### config.mk
export PLATFORM = sky130hd
export DESIGN_NAME = pmul_x8
export DESIGN_NICKNAME = d
export VERILOG_FILES = /design/src/rtl/pmul_pkg.sv /design/src/rtl/pmul_edge_det.sv /design/src/rtl/pmul_period_est.sv /design/src/rtl/pmul_tone.sv /design/src/rtl/pmul_x8.sv
export SDC_FILE = /design/constraint.sdc
export NUM_CORES = 1
export LEC_CHECK = 0
export CAP_MARGIN = 20
export CORE_MARGIN = 4
export CORE_UTILIZATION = 55
export DETAILED_ROUTE_END_ITERATION = 6
export PLACE_DENSITY = 0.75
export SYNTH_ARGS = -nofsm -noshare
export SYNTH_HDL_FRONTEND = slang
export SYNTH_SLANG_ARGS = --single-unit
### constraint.sdc
create_clock -name clk -period 4.2 [get_ports clk]
set_clock_uncertainty 0.05 [all_clocks]
set_input_delay 0.42 -clock clk [delete_from_list [all_inputs] [get_ports clk]]
set_output_delay 0.42 -clock clk [all_outputs]
set_load 0.02 [all_outputs]
### src/rtl/pmul_pkg.sv
package pmul_pkg;
  typedef enum logic [1:0] {
    LK_IDLE   = 2'd0,
    LK_ARMED  = 2'd1,
    LK_LOCKED = 2'd2
  } lock_st_e;
endpackage

### src/rtl/pmul_edge_det.sv
module pmul_edge_det #(
  parameter int STAGES = 2
) (
  input  logic clk,
  input  logic rst_n,
  input  logic sig_in,
  output logic rise
);
  logic [STAGES-1:0] sync_q, sync_d;
  logic              prev_q, prev_d;

  always_comb sync_d[0] = sig_in;

  generate
    for (genvar i = 1; i < STAGES; i++) begin : g_chain
      always_comb sync_d[i] = sync_q[i-1];
    end
  endgenerate

  always_comb begin
    prev_d = sync_q[STAGES-1];
    rise   = sync_q[STAGES-1] & ~prev_q;
  end

  always_ff @(posedge clk or negedge rst_n) begin
    if (!rst_n) begin
      sync_q <= '0;
      prev_q <= 1'b0;
    end else begin
      sync_q <= sync_d;
      prev_q <= prev_d;
    end
  end
endmodule

### src/rtl/pmul_period_est.sv
module pmul_period_est
  import pmul_pkg::*;
#(
  parameter int CNT_W   = 16,
  parameter int FILT_SH = 3
) (
  input  logic             clk,
  input  logic             rst_n,
  input  logic             rise,
  output logic [CNT_W-1:0] per_cnt,
  output logic [CNT_W-1:0] filt,
  output logic             valid
);
  localparam logic [CNT_W-1:0] CNT_MAX = {CNT_W{1'b1}};

  lock_st_e           st_q, st_d;
  logic [CNT_W-1:0]   cnt_q, cnt_d;
  logic [CNT_W-1:0]   filt_q, filt_d;
  logic               cnt_sat;
  logic signed [CNT_W:0] diff, step, sum;

  always_comb begin
    cnt_sat = (cnt_q == CNT_MAX);
    diff    = $signed({1'b0, cnt_q}) - $signed({1'b0, filt_q});
    step    = diff >>> FILT_SH;
    sum     = $signed({1'b0, filt_q}) + step;
  end

  always_comb begin
    st_d   = st_q;
    cnt_d  = cnt_q;
    filt_d = filt_q;
    if (rise) begin
      cnt_d = {{(CNT_W-1){1'b0}}, 1'b1};
      if (cnt_sat) begin
        st_d = LK_ARMED;
      end else begin
        case (st_q)
          LK_IDLE:  st_d = LK_ARMED;
          LK_ARMED: begin
            st_d   = LK_LOCKED;
            filt_d = cnt_q;
          end
          LK_LOCKED: filt_d = sum[CNT_W-1:0];
          default:  st_d = LK_IDLE;
        endcase
      end
    end else if (cnt_sat) begin
      st_d = LK_IDLE;
    end else begin
      cnt_d = cnt_q + {{(CNT_W-1){1'b0}}, 1'b1};
    end
  end

  always_ff @(posedge clk or negedge rst_n) begin
    if (!rst_n) begin
      st_q   <= LK_IDLE;
      cnt_q  <= '0;
      filt_q <= '0;
    end else begin
      st_q   <= st_d;
      cnt_q  <= cnt_d;
      filt_q <= filt_d;
    end
  end

  always_comb begin
    per_cnt = cnt_q;
    filt    = filt_q;
    valid   = (st_q == LK_LOCKED);
  end
endmodule

### src/rtl/pmul_tone.sv
module pmul_tone #(
  parameter int CNT_W   = 16,
  parameter int HALF_SH = 4
) (
  input  logic             clk,
  input  logic             rst_n,
  input  logic             valid,
  input  logic [CNT_W-1:0] filt,
  output logic             tone,
  output logic [CNT_W-1:0] dcnt
);
  logic [CNT_W-1:0] half, load;
  logic [CNT_W-1:0] dcnt_q, dcnt_d;
  logic             tone_q, tone_d;
  logic             toggle_en;

  always_comb begin
    half      = filt >> HALF_SH;
    load      = (half == '0) ? '0 : half - CNT_W'(1);
    toggle_en = valid && (dcnt_q == '0);
  end

  always_comb begin
    tone_d = tone_q;
    dcnt_d = dcnt_q;
    if (!valid) begin
      tone_d = 1'b0;
      dcnt_d = '0;
    end else if (toggle_en) begin
      tone_d = ~tone_q;
      dcnt_d = load;
    end else begin
      dcnt_d = dcnt_q - CNT_W'(1);
    end
  end

  always_ff @(posedge clk or negedge rst_n) begin
    if (!rst_n) begin
      tone_q <= 1'b0;
      dcnt_q <= '0;
    end else begin
      tone_q <= tone_d;
      dcnt_q <= dcnt_d;
    end
  end

  always_comb begin
    tone = tone_q;
    dcnt = dcnt_q;
  end
endmodule

### src/rtl/pmul_x8.sv
module pmul_x8 #(
  parameter int CNT_W       = 16,
  parameter int SYNC_STAGES = 2,
  parameter int FILT_SH     = 3,
  parameter int RATIO_LOG2  = 3
) (
  input  logic clk,
  input  logic rst_n,
  input  logic sig_in,
  output logic tone_o,
  output logic valid_o
);
  localparam int HALF_SH = RATIO_LOG2 + 1;

  logic [1:0]       rst_pipe;
  logic             rst_sn;
  logic             rise;
  logic [CNT_W-1:0] per_cnt, filt, dcnt;

  always_ff @(posedge clk or negedge rst_n) begin
    if (!rst_n) rst_pipe <= 2'b00;
    else        rst_pipe <= {rst_pipe[0], 1'b1};
  end
  always_comb rst_sn = rst_pipe[1];

  pmul_edge_det #(.STAGES(SYNC_STAGES)) u_edge (
    .clk(clk), .rst_n(rst_sn), .sig_in(sig_in), .rise(rise)
  );

  pmul_period_est #(.CNT_W(CNT_W), .FILT_SH(FILT_SH)) u_est (
    .clk(clk), .rst_n(rst_sn), .rise(rise),
    .per_cnt(per_cnt), .filt(filt), .valid(valid_o)
  );

  pmul_tone #(.CNT_W(CNT_W), .HALF_SH(HALF_SH)) u_tone (
    .clk(clk), .rst_n(rst_sn), .valid(valid_o), .filt(filt),
    .tone(tone_o), .dcnt(dcnt)
  );
endmodule

==> impl_metrics.json <==
{
  "path_cells": "ha_1, a21o_1, a31oi_4, o21ai_2, a2111oi_4, nor2_1, a21oi_2, nor2b_1, nor3_1, nor2_1, ha_1, o211ai_1, o21ai_1, o41ai_2, o21ai_1, xnor2_1, a21oi_1, a2bb2oi_1",
  "slew_headroom": 0.545,
  "path_buf_inv": 0,
  "area_growth_pct": 7.64,
  "clk_pin_slew_worst_paths_ns": 0.10,
  "syn_area_um2": 4060,
  "antennaDiodeCount": 0,
  "finalCriticalPeriod_ns": 3.95,
  "synth_largest_area_cell": "dfrtp_1",
  "crit_family": "compound AO/OA/AOI/OAI gates",
  "crit_path_end_kind": "flip-flop",
  "final_cell_mix": "55 x dfrtp_1, 46 x nor2_1, 39 x ha_1",
  "slew_viol_final": 0,
  "place_area_um2": 4250,
  "final_nets": 505,
  "crit_path_max_fanout": 6,
  "slowest_stage": "dfrtp_1",
  "synth_fp_nets": 493,
  "clkLatencyLatePin_ns": 0.32,
  "hold_viol": 0,
  "cts.sinks": 56,
  "worst_pin_slew_ns": 0.683,
  "antenna_found_initial": 0,
  "required_ns": 4.40,
  "cts_hold_buf": 0,
  "setup_ws_ns": 0.248,
  "drive_gt1_frac": 0.0799,
  "synthArstFlopShare": 1.00,
  "grt_setup_unrepaired": "no",
  "cp-start-kind": "flip-flop",
  "final_area_um2": 4370,
  "cp.arrival_ns": 4.15,
  "setup_tns_ns": 0,
  "synth.distinct_cells": 53,
  "ys.warnings.count": 0,
  "route.final.wire_length_um": 8390,
  "dieWidth_um": 93.9,
  "post_drt_wl_per_cell_um": 14.9,
  "ys_ff_latch": 56,
  "cts_root_buffer": "clkbuf_8",
  "drc_errors": 0,
  "synth.area.top_cells": "dfrtp_1 35%, ha_1 12%, xnor2_1 8.2%, o21ai_0 4.3%, nor2_1 4.3%",
  "final.fill_count": 648,
  "gp_congestion": 0.851,
  "grt_util_all_layers": 0.204,
  "fin_util": 0.606,
  "avgSynthCellArea_um2": 9.03,
  "slowest_delay_ns": 0.44,
  "grt_max_degree": 55,
  "cts_buffer_depth": 2,
  "rows": 31,
  "timing.final.crit_share": 0.941,
  "pre_cts_slack_ns": 0.0465,
  "setup_viol": 0,
  "via_count": 3148,
  "start_util": 0.563,
  "cts_tree": "done",
  "die_h_um": 93.9,
  "drt_iter0_drc": 249,
  "crit_type": "flip-flop to flip-flop",
  "die_area_um2": 8820,
  "route.antenna.remaining_nets": 0,
  "maxCapViolations": 0,
  "hp-class": "primary input to asynchronous set/reset pin",
  "drt-pass1-iter-count": 4,
  "syn_inst": 450,
  "grt_pass1_wl_um": 14400,
  "final_common_cell": "dfrtp_1",
  "grt-ovfl-total": 0,
  "first_global_vias": 3170,
  "dp_hpwl_um": 6350,
  "synth_edf_count": 0,
  "status": "finished clean",
  "htreeDepth": 2,
  "fmax_mhz": 253,
  "ys_seq_area_frac": 0.345,
  "synth_top_area_frac": 0.345,
  "cts_made_buffers": 5,
  "ioPinCount": 5,
  "coreArea_um2": 7210,
  "avgViaCountPerCell": 5.60,
  "place.port_buffers": 4,
  "synth-main-ff-cell": "dfrtp_1"
}
[flip-flops by register name (all words and copies together), names as in the netlist]
register       count
rst_pipe           2
u_tone.dcnt       16
u_tone.tone        1
u_est.per_cnt     16
u_edge.prev_q      1
u_edge.sync_q      2
u_est.st_q         2
u_est.filt        16
[per-stage QoR]
step                      cells  hold WS [ns]
after global placement      553         0.285
final                       562         0.196
after CTS                   561         0.192
after detailed placement    553         0.289
after global routing        562         0.180
after floorplan             450        0.0744
[worst register-to-register path, delay by kind of cell, from the launching register on]
kind                     cells  cell delay (ns)
AND/OR/NAND/NOR              4             0.43
flip-flops                   1             0.44
adder cells (fa/ha/maj)      2             0.69
AO/OA/AOI/OAI               11             2.12
XOR/XNOR                     1             0.16
[final timing paths]
check | from | cells past startpoint | endpoint | slack (ns)
min in group clk | u_edge.sync_q[0]$_DFF_PN0_ | 0 | u_edge.sync_q[1]$_DFF_PN0_ | 0.31
min | rst_n | 1 | rst_pipe[0]$_DFF_PN0_ | 0.20
max reg2reg | u_est.per_cnt[2]$_DFFE_PN0P_ | 18 | u_est.filt[15]$_DFFE_PN0P_ | 0.25
max | u_est.per_cnt[2]$_DFFE_PN0P_ | 18 | u_est.filt[15]$_DFFE_PN0P_ | 0.25
min reg2reg | u_edge.sync_q[0]$_DFF_PN0_ | 0 | u_edge.sync_q[1]$_DFF_PN0_ | 0.31
max in group asynchronous | rst_pipe[1]$_DFF_PN0_ | 1 | u_est.filt[3]$_DFFE_PN0P_ | 3.29
[Yosys cell counts (3+ instances only)]
cell type,number
xor2_1,18
o211ai_1,3
and3_1,4
nor2b_1,4
o21a_1,4
nor2_1,46
ha_1,39
mux2i_1,13
o21ai_0,35
or3_1,6
nand2b_1,6
and2_1,4
nand2_1,32
clkbuf_1,5
a31oi_1,3
nand3_1,15
xnor2_1,38
dfrtp_1,56
nor3_1,9
a21oi_1,21
inv_1,27
o22ai_1,12
nand4_1,6
a21o_1,6
[routing by layer]
layer | track usage | vias up | routed length, um
met4 | 0.0566 | 0 | 87
met1 | 0.271 | 1485 | 3980
li1 | - | 1601 | -
met2 | 0.344 | 53 | 4080
met5 | 0 | - | 0
met3 | 0.0304 | 9 | 248
[cell families after synthesis]
| logic type | synth area share |
|---|---|
| XOR/XNOR | 0.121 |
| AO/OA/AOI/OAI | 0.160 |
| flip-flops | 0.345 |
| adder cells (fa/ha/maj) | 0.125 |
| AND/OR/NAND/NOR | 0.176 |
| other | 0.000923 |
| multiplexers | 0.0320 |
| buffers and inverters | 0.0404 |
[layout make-up]
type | instances | area (um2) | share of cell area
inverters | 27 | 101 | 0.0232
clock inverters | 3 | 18.8 | 0.00429
well taps | 99 | 124 | 0.0283
flip-flops and latches | 56 | 1400 | 0.321
repair buffers | 17 | 138 | 0.0315
clock buffers | 5 | 68.8 | 0.0157
multi-input cells | 355 | 2520 | 0.576
[what timing repair did]
item,4_1_cts,5_1_grt
gates resized for setup,0,8
endpoints found under the setup margin,0,2
setup buffers,0,1
Power is left out: the tool's default activity adds up to more than one toggle a clock period on the data nets, which glitch-free logic cannot reach.
